$ cat src/rtl/cfgb_pkg.sv
package cfgb_pkg;

  typedef enum logic [1:0] {
    ST_IDLE = 2'd0,
    ST_REQ  = 2'd1,
    ST_WAIT = 2'd2,
    ST_DONE = 2'd3
  } bridge_st_e;

  localparam logic [1:0] SZ_BYTE = 2'd0;
  localparam logic [1:0] SZ_HALF = 2'd1;

  // Keep the lanes covered by the access width, then reverse their byte
  // order when the big-endian option is on. Symmetric in both directions.
  function automatic logic [31:0] lane_fit(input logic [31:0] d,
                                           input logic [1:0]  sz,
                                           input logic        be);
    logic [31:0] m;
    logic [31:0] r;
    int unsigned nb;
    if (sz == SZ_BYTE) begin
      m  = {24'd0, d[7:0]};
      nb = 1;
    end else if (sz == SZ_HALF) begin
      m  = {16'd0, d[15:0]};
      nb = 2;
    end else begin
      m  = d;
      nb = 4;
    end
    r = m;
    if (be) begin
      r = '0;
      for (int unsigned k = 0; k < 4; k++) begin
        if (k < nb) r[8*k +: 8] = m[8*(nb-1-k) +: 8];
      end
    end
    return r;
  endfunction

endpackage

$ cat src/rtl/cfgb_addr_reg.sv
module cfgb_addr_reg #(
  parameter int unsigned W = 32
) (
  input  logic         clk,
  input  logic         rst_n,
  input  logic         wr_en,
  input  logic [W-1:0] wr_data,
  output logic [W-1:0] q
);
  logic [W-1:0] q_d;

  always_comb begin
    q_d = q;
    if (wr_en) q_d = wr_data;
  end

  always_ff @(posedge clk or negedge rst_n) begin
    if (!rst_n) q <= '0;
    else        q <= q_d;
  end
endmodule

$ cat src/rtl/cfgb_compose.sv
module cfgb_compose #(
  parameter int unsigned AW         = 32,
  parameter bit          BIG_ENDIAN = 1'b0
) (
  input  logic [AW-1:0] cfg_addr,
  input  logic [1:0]    win_ofs,
  input  logic [1:0]    acc_size,
  input  logic          acc_we,
  input  logic [31:0]   acc_wdata,
  output logic [AW-1:0] out_addr,
  output logic [2:0]    out_size,
  output logic [31:0]   out_wdata
);
  import cfgb_pkg::*;

  logic is_word;
  assign is_word = !(acc_size == SZ_BYTE || acc_size == SZ_HALF);

  always_comb begin
    out_addr = cfg_addr;
    if (!(is_word && acc_we)) out_addr[1:0] = cfg_addr[1:0] | win_ofs;
    unique case (acc_size)
      SZ_BYTE: out_size = 3'b001;
      SZ_HALF: out_size = 3'b010;
      default: out_size = 3'b100;
    endcase
    out_wdata = lane_fit(acc_wdata, acc_size, BIG_ENDIAN);
  end
endmodule

$ cat src/rtl/cfgb_rdpath.sv
module cfgb_rdpath #(
  parameter bit BIG_ENDIAN = 1'b0
) (
  input  logic        use_raw,
  input  logic [1:0]  acc_size,
  input  logic [31:0] raw,
  output logic [31:0] result
);
  import cfgb_pkg::*;

  always_comb begin
    if (use_raw)                    result = lane_fit(raw, acc_size, BIG_ENDIAN);
    else if (acc_size == SZ_BYTE)   result = 32'h0000_00FF;
    else if (acc_size == SZ_HALF)   result = 32'h0000_FFFF;
    else                            result = 32'hFFFF_FFFF;
  end
endmodule

$ cat src/rtl/cfg_port_bridge.sv
module cfg_port_bridge #(
  parameter int unsigned ADDR_W     = 32,
  parameter bit          BIG_ENDIAN = 1'b0
) (
  input  logic              clk,
  input  logic              rst_n,
  input  logic              host_req,
  output logic              host_ready,
  input  logic              host_we,
  input  logic [2:0]        host_ofs,
  input  logic [1:0]        host_size,
  input  logic [31:0]       host_wdata,
  output logic              host_rsp_valid,
  output logic [31:0]       host_rdata,
  output logic              dn_valid,
  input  logic              dn_ready,
  output logic              dn_we,
  output logic [ADDR_W-1:0] dn_addr,
  output logic [2:0]        dn_size,
  output logic [31:0]       dn_wdata,
  input  logic              dn_rvalid,
  input  logic [31:0]       dn_rdata
);
  import cfgb_pkg::*;

  localparam int unsigned EN_BIT = ADDR_W - 1;

  bridge_st_e        st_q, st_d;
  logic [ADDR_W-1:0] cfg_q;
  logic [ADDR_W-1:0] cmp_addr;
  logic [2:0]        cmp_size;
  logic [31:0]       cmp_wdata;
  logic [ADDR_W-1:0] addr_q;
  logic [2:0]        size_q;
  logic [31:0]       wdata_q;
  logic              we_q;
  logic [1:0]        hsz_q;
  logic [31:0]       rdata_q, rdata_d;
  logic [31:0]       rd_fmt;
  logic              accept, is_win, win_on, load_req, cfg_wr, rdata_en;

  assign accept   = host_req && (st_q == ST_IDLE);
  assign is_win   = host_ofs[2];
  assign win_on   = cfg_q[EN_BIT];
  assign load_req = accept && is_win && win_on;
  assign cfg_wr   = accept && !is_win && host_we;

  cfgb_addr_reg #(.W(ADDR_W)) u_addr (
    .clk     (clk),
    .rst_n   (rst_n),
    .wr_en   (cfg_wr),
    .wr_data (host_wdata[ADDR_W-1:0]),
    .q       (cfg_q)
  );

  cfgb_compose #(.AW(ADDR_W), .BIG_ENDIAN(BIG_ENDIAN)) u_cmp (
    .cfg_addr  (cfg_q),
    .win_ofs   (host_ofs[1:0]),
    .acc_size  (host_size),
    .acc_we    (host_we),
    .acc_wdata (host_wdata),
    .out_addr  (cmp_addr),
    .out_size  (cmp_size),
    .out_wdata (cmp_wdata)
  );

  cfgb_rdpath #(.BIG_ENDIAN(BIG_ENDIAN)) u_rd (
    .use_raw  (st_q == ST_WAIT),
    .acc_size ((st_q == ST_WAIT) ? hsz_q : host_size),
    .raw      (dn_rdata),
    .result   (rd_fmt)
  );

  // next state
  always_comb begin
    st_d = st_q;
    unique case (st_q)
      ST_IDLE: if (accept) st_d = load_req ? ST_REQ : ST_DONE;
      ST_REQ:  if (dn_ready) st_d = we_q ? ST_DONE : ST_WAIT;
      ST_WAIT: if (dn_rvalid) st_d = ST_DONE;
      default: st_d = ST_IDLE;
    endcase
  end

  // read result
  always_comb begin
    rdata_en = 1'b0;
    rdata_d  = rdata_q;
    if (accept) begin
      rdata_en = 1'b1;
      rdata_d  = host_we ? 32'd0 : (is_win ? rd_fmt : 32'(cfg_q));
    end else if (st_q == ST_WAIT && dn_rvalid) begin
      rdata_en = 1'b1;
      rdata_d  = rd_fmt;
    end
  end

  always_ff @(posedge clk or negedge rst_n) begin
    if (!rst_n) st_q <= ST_IDLE;
    else        st_q <= st_d;
  end

  always_ff @(posedge clk or negedge rst_n) begin
    if (!rst_n) begin
      addr_q  <= '0;
      size_q  <= '0;
      wdata_q <= '0;
      we_q    <= 1'b0;
      hsz_q   <= '0;
    end else if (load_req) begin
      addr_q  <= cmp_addr;
      size_q  <= cmp_size;
      wdata_q <= host_we ? cmp_wdata : 32'd0;
      we_q    <= host_we;
      hsz_q   <= host_size;
    end
  end

  always_ff @(posedge clk or negedge rst_n) begin
    if (!rst_n)        rdata_q <= '0;
    else if (rdata_en) rdata_q <= rdata_d;
  end

  assign host_ready     = (st_q == ST_IDLE);
  assign host_rsp_valid = (st_q == ST_DONE);
  assign host_rdata     = rdata_q;
  assign dn_valid       = (st_q == ST_REQ);
  assign dn_we          = we_q;
  assign dn_addr        = addr_q;
  assign dn_size        = size_q;
  assign dn_wdata       = wdata_q;

  AST_REQ_NEEDS_EN: assert property (@(posedge clk) disable iff (!rst_n)
    $rose(dn_valid) |-> $past(cfg_q[EN_BIT])) else $error("AST_REQ_NEEDS_EN");
  AST_OFF_WR_DONE: assert property (@(posedge clk) disable iff (!rst_n)
    (host_req && host_ready && is_win && !win_on && host_we) |=> (host_rsp_valid && !dn_valid))
    else $error("AST_OFF_WR_DONE");
  AST_OFF_RD_BYTE: assert property (@(posedge clk) disable iff (!rst_n)
    (host_req && host_ready && is_win && !win_on && !host_we && host_size == 2'd0)
      |=> (host_rsp_valid && host_rdata == 32'h0000_00FF)) else $error("AST_OFF_RD_BYTE");
  AST_SIZE_CODE: assert property (@(posedge clk) disable iff (!rst_n)
    dn_valid |-> ($countones(dn_size) == 1)) else $error("AST_SIZE_CODE");
  AST_REQ_HOLD: assert property (@(posedge clk) disable iff (!rst_n)
    (dn_valid && !dn_ready) |=> (dn_valid && $stable(dn_addr) && $stable(dn_wdata)
                                 && $stable(dn_size) && $stable(dn_we)))
    else $error("AST_REQ_HOLD");
  AST_RSP_PULSE: assert property (@(posedge clk) disable iff (!rst_n)
    host_rsp_valid |=> !host_rsp_valid) else $error("AST_RSP_PULSE");

endmodule

$ cat config.mk
export PLATFORM = sky130hd
export DESIGN_NAME = cfg_port_bridge
export DESIGN_NICKNAME = d
export VERILOG_FILES = /design/src/rtl/cfgb_pkg.sv /design/src/rtl/cfgb_addr_reg.sv /design/src/rtl/cfgb_compose.sv /design/src/rtl/cfgb_rdpath.sv /design/src/rtl/cfg_port_bridge.sv
export SDC_FILE = /design/constraint.sdc
export NUM_CORES = 1
export LEC_CHECK = 0
export ABC_AREA = 1
export ABC_CLOCK_PERIOD_IN_PS = 3100
export BUFFER_PORTS_ARGS = -buffer_cell sky130_fd_sc_hd__buf_4
export CAP_MARGIN = 10
export CORE_MARGIN = 4
export CORE_UTILIZATION = 55
export DETAILED_ROUTE_END_ITERATION = 6
export PLACE_DENSITY = 0.88
export SKIP_LAST_GASP = 1
export SLEW_MARGIN = 40
export SYNTH_ARGS = -nofsm -noshare
export SYNTH_HDL_FRONTEND = slang
export SYNTH_SLANG_ARGS = --single-unit
$ cat constraint.sdc
create_clock -name clk -period 3.1 [get_ports clk]
set_input_delay 0.62 -clock clk [delete_from_list [all_inputs] [get_ports clk]]
set_output_delay 0.62 -clock clk [all_outputs]
set_load 0.02 [all_outputs]
==> impl_metrics.env, run 1 <==
export IMPL_outcome="complete, no violations"
export IMPL_cts_tree="yes"
export IMPL_grt_pass1_vias=5243
export IMPL_synth_cell_types=24
export IMPL_rsz0062_at_grt="false"
export IMPL_top_level_ports=178
export IMPL_grt_antenna_before_repair=0
export IMPL_yosys_area_top_type="dfrtp_1"
export IMPL_placed_cell_area_um2=7177
export IMPL_final_hold_violation_count=0
export IMPL_reg2reg_from="st_q[1]$_DFFE_PN0P_"
export IMPL_r2r_setup_slack_ns=0.83
export IMPL_routed_wl_mm=16.73
export IMPL_drc=0
export IMPL_layout_nets=915
export IMPL_clk_transition_reported_paths_ns=0.06
export IMPL_cp_data_arrival_time_ns=2.62
export IMPL_htreeDepth=4
export IMPL_num_vias=5322
export IMPL_async_flop_share_pct=100.0
export IMPL_grt_max_degree=101
export IMPL_layout_cells_non_filler=985
export IMPL_setup_violations_final=0
export IMPL_grt_use_total_pct=27.31
export IMPL_hold_buffers=0
export IMPL_ant_nets=0
export IMPL_portBuffers=177
export IMPL_crit_fanout=63
export IMPL_fill_cells=673
export IMPL_power_leakage_nw=4.294
export IMPL_fp_dieW_um=110.8
export IMPL_synth_top_area_share_pct=58.61
export IMPL_rows=37
export IMPL_layout_drive_gt1_share_pct=27.68
export IMPL_grt_pass1_wl_mm=26.76
export IMPL_start_util_pct=56.25
export IMPL_syn_nets=746
export IMPL_synthMostInstantiatedCell="nand2_1"
export IMPL_reg2reg_to="u_addr.q[10]$_DFFE_PN0P_"
export IMPL_netlist_instances=667
export IMPL_relSlewSlack_pct=50.31
export IMPL_clockBufferDepth=2
export IMPL_avgSynthCellArea_um2=8.706
export IMPL_post_cts_buffers=0
export IMPL_cap_violations=0
export IMPL_ys_flop_type="dfrtp_1"
export IMPL_yosysSeqAreaShare_pct=58.61
export IMPL_fp_dieH_um=110.8
export IMPL_worstSetupEndpointType="flop"
export IMPL_fmax_ghz=0.4411
export IMPL_gp_congestion=0.8509
export IMPL_clk_latency_ns=0.51
export IMPL_dpl_hpwl_mm=11.68
export IMPL_final_area_um2=7816
export IMPL_path_class="flop to flop"
export IMPL_fin_ws_ns=0.8328
export IMPL_yosys_warnings=0
export IMPL_ys_ff_latch=136
export IMPL_worstRegToRegCells=7
export IMPL_ctsResizeCount=0
export IMPL_antenna_cells=0
export IMPL_cts_root_buffer="clkbuf_8"
export IMPL_netlist_top_cells_area="dfrtp_1 (59%), nand2_1 (18%), o21ai_0 (3.8%), inv_1 (3.2%), o211ai_1 (2.1%)"
export IMPL_dieArea_um2=12270
export IMPL_start_kind="flop"
export IMPL_synth_edf_count=0
export IMPL_period_share_pct=73.14
export IMPL_first_iter_violations=414
export IMPL_fin_crit_ns=2.267
export IMPL_wl_per_cell_um=16.98
export IMPL_viasPerCell=5.403
export IMPL_power_density_nw_per_um2=1134
export IMPL_place_ws_ns=0.9497
export IMPL_tightestPinTransition_ns=0.7454
export IMPL_coreArea_um2=10320
export IMPL_syn_area_um2=5807
export IMPL_vdd_ir_drop_max_mv=0.5279
export IMPL_synth_commonest_cells="nand2_1 (278), dfrtp_1 (136), inv_1 (49)"
export IMPL_grt_ovfl_total=0
export IMPL_drv_slew=0
export IMPL_numCtsBuffers=17
export IMPL_finalSetupTns_ns=0
export IMPL_dp_cells=953
export IMPL_required_ns=3.46
export IMPL_hold_class="input pin to asynchronous set/reset pin"
export IMPL_clock_skew_ns=0.005075
export IMPL_first_pass_iters=5
export IMPL_cts_sinks=136
export IMPL_area_delta_synth_final_pct=34.60
-- cells by family (layout without fill, tap and decap cells) --
group                      after synthesis  count (layout)  synth area share (%)
buffers and inverters                   86             268                 6.701
adders and majority gates                4               4                0.8619
and+or+nand+nor                        331             331                 23.01
AOI/OAI and AO/OA                      110             110                 10.82
DFF                                    136             136                 58.61
-- area by class of cell --
class	instances	area [um2]	area share [%]
flip-flops and latches	136	3403	43.54
multi-input cells	445	2014	25.77
repair buffers	182	1386	17.74
clock buffers	17	414.1	5.299
clock inverters	15	225.2	2.881
inverters	54	202.7	2.593
well taps	136	170.2	2.177
-- metal layers --
layer  part of all wire (%)  vias up  global-route usage [%]
met5                      0        -                       0
met4                    3.1        0                   11.74
met3                    8.2       47                   6.550
met2                     49      274                   44.22
met1                     40     2547                   35.29
li1                       -     2454                       -
-- worst max-delay path, cell delays in order, from the launching register on --
cell     delay, ns
dfrtp_1       0.41
inv_1         0.12
ha_1          0.25
nand2_2       0.16
nor2_8        0.34
nand2_4       0.41
nor2_1        0.28
a21oi_1       0.09
-- report_power, final --
group | leakage (nW) | internal (mW) | switching, mW
logic | 2.25 | 1.36 | 2.18
clock network | 0.312 | 1.39 | 0.772
registers | 1.73 | 2.58 | 0.579
-- worst max-delay path by stage --
stage                             start                          to  slack (ns)  cells after the start
floorplan           st_q[0]$_DFFE_PN0P_  host_rdata[29]$_DFFE_PN0P_        1.37                      8
global placement    st_q[0]$_DFFE_PN0P_    u_addr.q[12]$_DFFE_PN0P_        1.10                      7
detailed placement  st_q[1]$_DFFE_PN0P_    u_addr.q[10]$_DFFE_PN0P_        0.95                      7
CTS                 st_q[1]$_DFFE_PN0P_    u_addr.q[10]$_DFFE_PN0P_        0.87                      7
global route        st_q[0]$_DFFE_PN0P_    u_addr.q[10]$_DFFE_PN0P_        0.70                      7
finish              st_q[1]$_DFFE_PN0P_    u_addr.q[10]$_DFFE_PN0P_        0.83                      7
-- cell usage in the layout (no fill, tap or decap), drive strengths merged --
| cell | count |
|---|---|
| buf | 182 |
| inv | 55 |
| clkinv | 8 |
| o31ai | 15 |
| nor2 | 21 |
| o21ai | 61 |
| ha | 4 |
| bufinv | 5 |
| o211ai | 16 |
| a21oi | 18 |
| nand3 | 12 |
| nand2 | 283 |
| clkbuf | 17 |
| or2 | 9 |
| clkinvlp | 1 |
| dfrtp | 136 |
| nor3 | 6 |
-- metrics by stage --
| step | util [%] | hold slack (ns) | total power, mW |
|---|---|---|---|
| 2_1_floorplan | - | 0.3244 | 5.088 |
| 3_3_place_gp | 69.48 | 0.4561 | 6.478 |
| 3_5_place_dp | 69.52 | 0.4553 | 6.651 |
| 4_1_cts | 75.71 | 0.1637 | 8.878 |
| 5_1_grt | 75.71 | 0.1771 | 9.354 |
| 6_report | 75.71 | 0.1016 | 8.864 |
-- sequential cells by signal, indices dropped and copies added, names as in the netlist --
signal and flops:
dn_size 3, dn_addr 32, u_addr.q 32, dn_wdata 32
st_q 2, dn_we 1, hsz_q 2, host_rdata 32
Power figures use the tool's default switching activity.
==> inputs of run 2 (changes only) <==
Settings changed: ABC_AREA 1 to 0, ABC_CLOCK_PERIOD_IN_PS 3100 to 2000, CORE_UTILIZATION 55 to 46, PLACE_DENSITY 0.88 to 0.79.
Clock period 3.1 ns to 2 ns, I/O delays scaled along.
==> run 2 against run 1 <==
Compared with the run above:
- critical path depth decreased by 1
- total power grew 48%
- clock skew grew 0.00064 ns
- sequential share of layout area down 0.95 points
- via count down 14%
- worst hold slack better by 0.11 ns
- non-clock buffer count is 19 higher
- combinational power grew 53%
- flip-flop and latch count did not move
- synthesized cell count fell by 28%
==> impl_metrics.env, run 2 <==
export IMPL_outcome="complete, no violations"
export IMPL_cp_cell_sequence="inv_1 -> ha_2 -> and3b_2 -> buf_4 -> nand2b_1 -> a32o_1"
export IMPL_grt_pass1_wl_mm=25.93
export IMPL_final_area_um2=7991
export IMPL_power_leakage_nw=3.858
export IMPL_yosysSeqAreaShare_pct=58.70
export IMPL_relSlewSlack_pct=56.40
export IMPL_hold_start="host_wdata[12]"
export IMPL_tightestPinTransition_ns=0.6497
export IMPL_syn_area_um2=5798
export IMPL_power_density_nw_per_um2=1646
export IMPL_avgSynthCellArea_um2=12.05
export IMPL_grt_use_total_pct=23.18
export IMPL_grt_ovfl_total=0
export IMPL_cts_sinks=136
export IMPL_area_delta_synth_final_pct=37.83
export IMPL_post_cts_buffers=0
export IMPL_first_iter_violations=347
export IMPL_final_cell_mix="buf_4 (196), dfrtp_1 (136), mux2_2 (61)"
export IMPL_netlist_instances=481
export IMPL_slowest_stage="dfrtp_1"
export IMPL_syn_nets=560
export IMPL_setup_violations_final=0
export IMPL_netlist_top_cells_area="dfrtp_1 (59%), mux2_2 (12%), a32o_1 (5.5%), nand2b_1 (3.8%), nand2_1 (3.6%)"
export IMPL_rows=40
export IMPL_yosys_warnings=0
export IMPL_cts_tree="yes"
export IMPL_dp_cells=812
export IMPL_fp_dieH_um=120.3
export IMPL_synth_commonest_cells="dfrtp_1 (136), mux2_2 (61), nand2_1 (55)"
export IMPL_reg2reg_from="st_q[0]$_DFFE_PN0P_"
export IMPL_placed_cell_area_um2=7391
export IMPL_cts_root_buffer="clkbuf_16"
export IMPL_htreeDepth=4
export IMPL_crit_fanout=21
export IMPL_synth_top_area_share_pct=58.70
export IMPL_wl_per_cell_um=19.16
export IMPL_dieArea_um2=14460
export IMPL_required_ns=2.30
export IMPL_drv_slew=0
export IMPL_fp_dieW_um=120.3
export IMPL_hold_class="input pin to flop"
export IMPL_synth_cell_types=33
export IMPL_worstSetupEndpointType="flop"
export IMPL_portBuffers=177
export IMPL_start_util_pct=47.67
export IMPL_dpl_hpwl_mm=11.54
export IMPL_viasPerCell=5.387
export IMPL_ys_ff_latch=136
export IMPL_layout_cells_non_filler=845
export IMPL_period_share_pct=90.56
export IMPL_yosys_area_top_type="dfrtp_1"
export IMPL_hold_end="dn_wdata[12]$_DFFE_PN0P_"
export IMPL_clk_latency_ns=0.41
export IMPL_start_kind="flop"
export IMPL_async_flop_share_pct=100.0
export IMPL_grt_max_degree=63
export IMPL_clockBufferDepth=2
export IMPL_first_pass_iters=4
export IMPL_ant_nets=0
export IMPL_fin_crit_ns=1.811
export IMPL_final_core_util_pct=65.71
export IMPL_clock_skew_ns=0.005717
export IMPL_layout_commonest_cell="buf_4"
export IMPL_final_hold_violation_count=0
export IMPL_finalSetupTns_ns=0
export IMPL_rsz0062_at_grt="false"
export IMPL_antenna_cells=0
export IMPL_layout_drive_gt1_share_pct=43.72
export IMPL_path_class="flop to flop"
export IMPL_clk_transition_reported_paths_ns=0.06
export IMPL_synth_edf_count=0
export IMPL_reg2reg_to="host_rdata[20]$_DFFE_PN0P_"
export IMPL_top_level_ports=178
export IMPL_coreArea_um2=12160
export IMPL_vdd_ir_drop_max_mv=0.7436
export IMPL_layout_nets=743
export IMPL_synthMostInstantiatedCell="dfrtp_1"
export IMPL_ys_flop_type="dfrtp_1"
export IMPL_worstRegToRegCells=6
export IMPL_grt_antenna_before_repair=0
export IMPL_num_vias=4552
export IMPL_gp_congestion=0.7927
export IMPL_r2r_setup_slack_ns=0.19
export IMPL_cp_data_arrival_time_ns=2.11
export IMPL_max_stage_delay_ns=0.41
export IMPL_holdPathStages=2
export IMPL_cap_violations=0
export IMPL_routed_wl_mm=16.19
export IMPL_drc=0
export IMPL_grt_pass1_vias=4980
export IMPL_fmax_ghz=0.5521
export IMPL_numCtsBuffers=17
-- run 2: area by class of cell --
type                            instances  area (um2)
Inverter                               10       37.54
Fill cell                             919        4170
Timing Repair Buffer                  201        1553
Sequential cell                       136        3403
Clock buffer                           24       491.7
Multi-Input combinational cell        298        2202
Clock inverter                          8       93.84
Tap cell                              168       210.2
-- run 2: per-stage QoR --
step | power (mW) | hold slack [ns] | setup WS (ns)
6_report | 13.15 | 0.2154 | 0.1888
3_3_place_gp | 9.887 | 0.3173 | 0.2116
2_1_floorplan | 7.697 | 0.1044 | 0.1987
3_5_place_dp | 10.13 | 0.3240 | 0.1222
5_1_grt | 13.89 | 0.1974 | 0.01990
4_1_cts | 13.26 | 0.1988 | 0.09198
-- run 2: per-layer routing --
metal,up-vias,wire [um],global-route usage (%)
met5,-,0,0
met4,0,281,8.428
met3,26,1220,7.858
met2,162,8287,39.87
met1,2283,6401,27.03
li1,2081,-,-
-- run 2: where the power goes --
group / internal, mW / switching, mW / total [mW]
clock network: 1.96 / 1.11 / 3.06
logic: 2.56 / 2.85 / 5.40
registers: 3.95 / 0.740 / 4.69
-- run 2: cell families after synthesis --
kind of cell	count (synthesis)	share of synthesized area (%)
AOI/OAI and AO/OA	84	11.03
adders and majority gates	4	0.8632
buffers and inverters	47	3.776
DFF	136	58.70
muxes	67	12.99
and+or+nand+nor	143	12.65
-- run 2: repair_timing --
action	in CTS	in global routing
endpoints found under the hold margin	35	0
hold buffers	1	0
endpoints found under the setup margin	0	46
gates resized for setup	0	2
-- run 2: worst max-delay path by stage --
stage,startpoint,to,slack (ns),cells past startpoint
floorplan,st_q[0]$_DFFE_PN0P_,u_addr.q[2]$_DFFE_PN0P_,0.20,6
global placement,st_q[0]$_DFFE_PN0P_,host_rdata[2]$_DFFE_PN0P_,0.21,6
detailed placement,st_q[0]$_DFFE_PN0P_,dn_wdata[9]$_DFFE_PN0P_,0.12,5
CTS,st_q[0]$_DFFE_PN0P_,dn_wdata[9]$_DFFE_PN0P_,0.09,5
global route,st_q[0]$_DFFE_PN0P_,host_rdata[26]$_DFFE_PN0P_,0.02,6
finish,st_q[0]$_DFFE_PN0P_,host_rdata[20]$_DFFE_PN0P_,0.19,6
-- run 2: worst max-delay path, delay by kind of cell (launching register included) --
| kind | cells | cell delay (ns) |
|---|---|---|
| DFF | 1 | 0.41 |
| and+or+nand+nor | 2 | 0.35 |
| buffers and inverters | 2 | 0.38 |
| AOI/OAI and AO/OA | 1 | 0.26 |
| adders and majority gates | 1 | 0.28 |
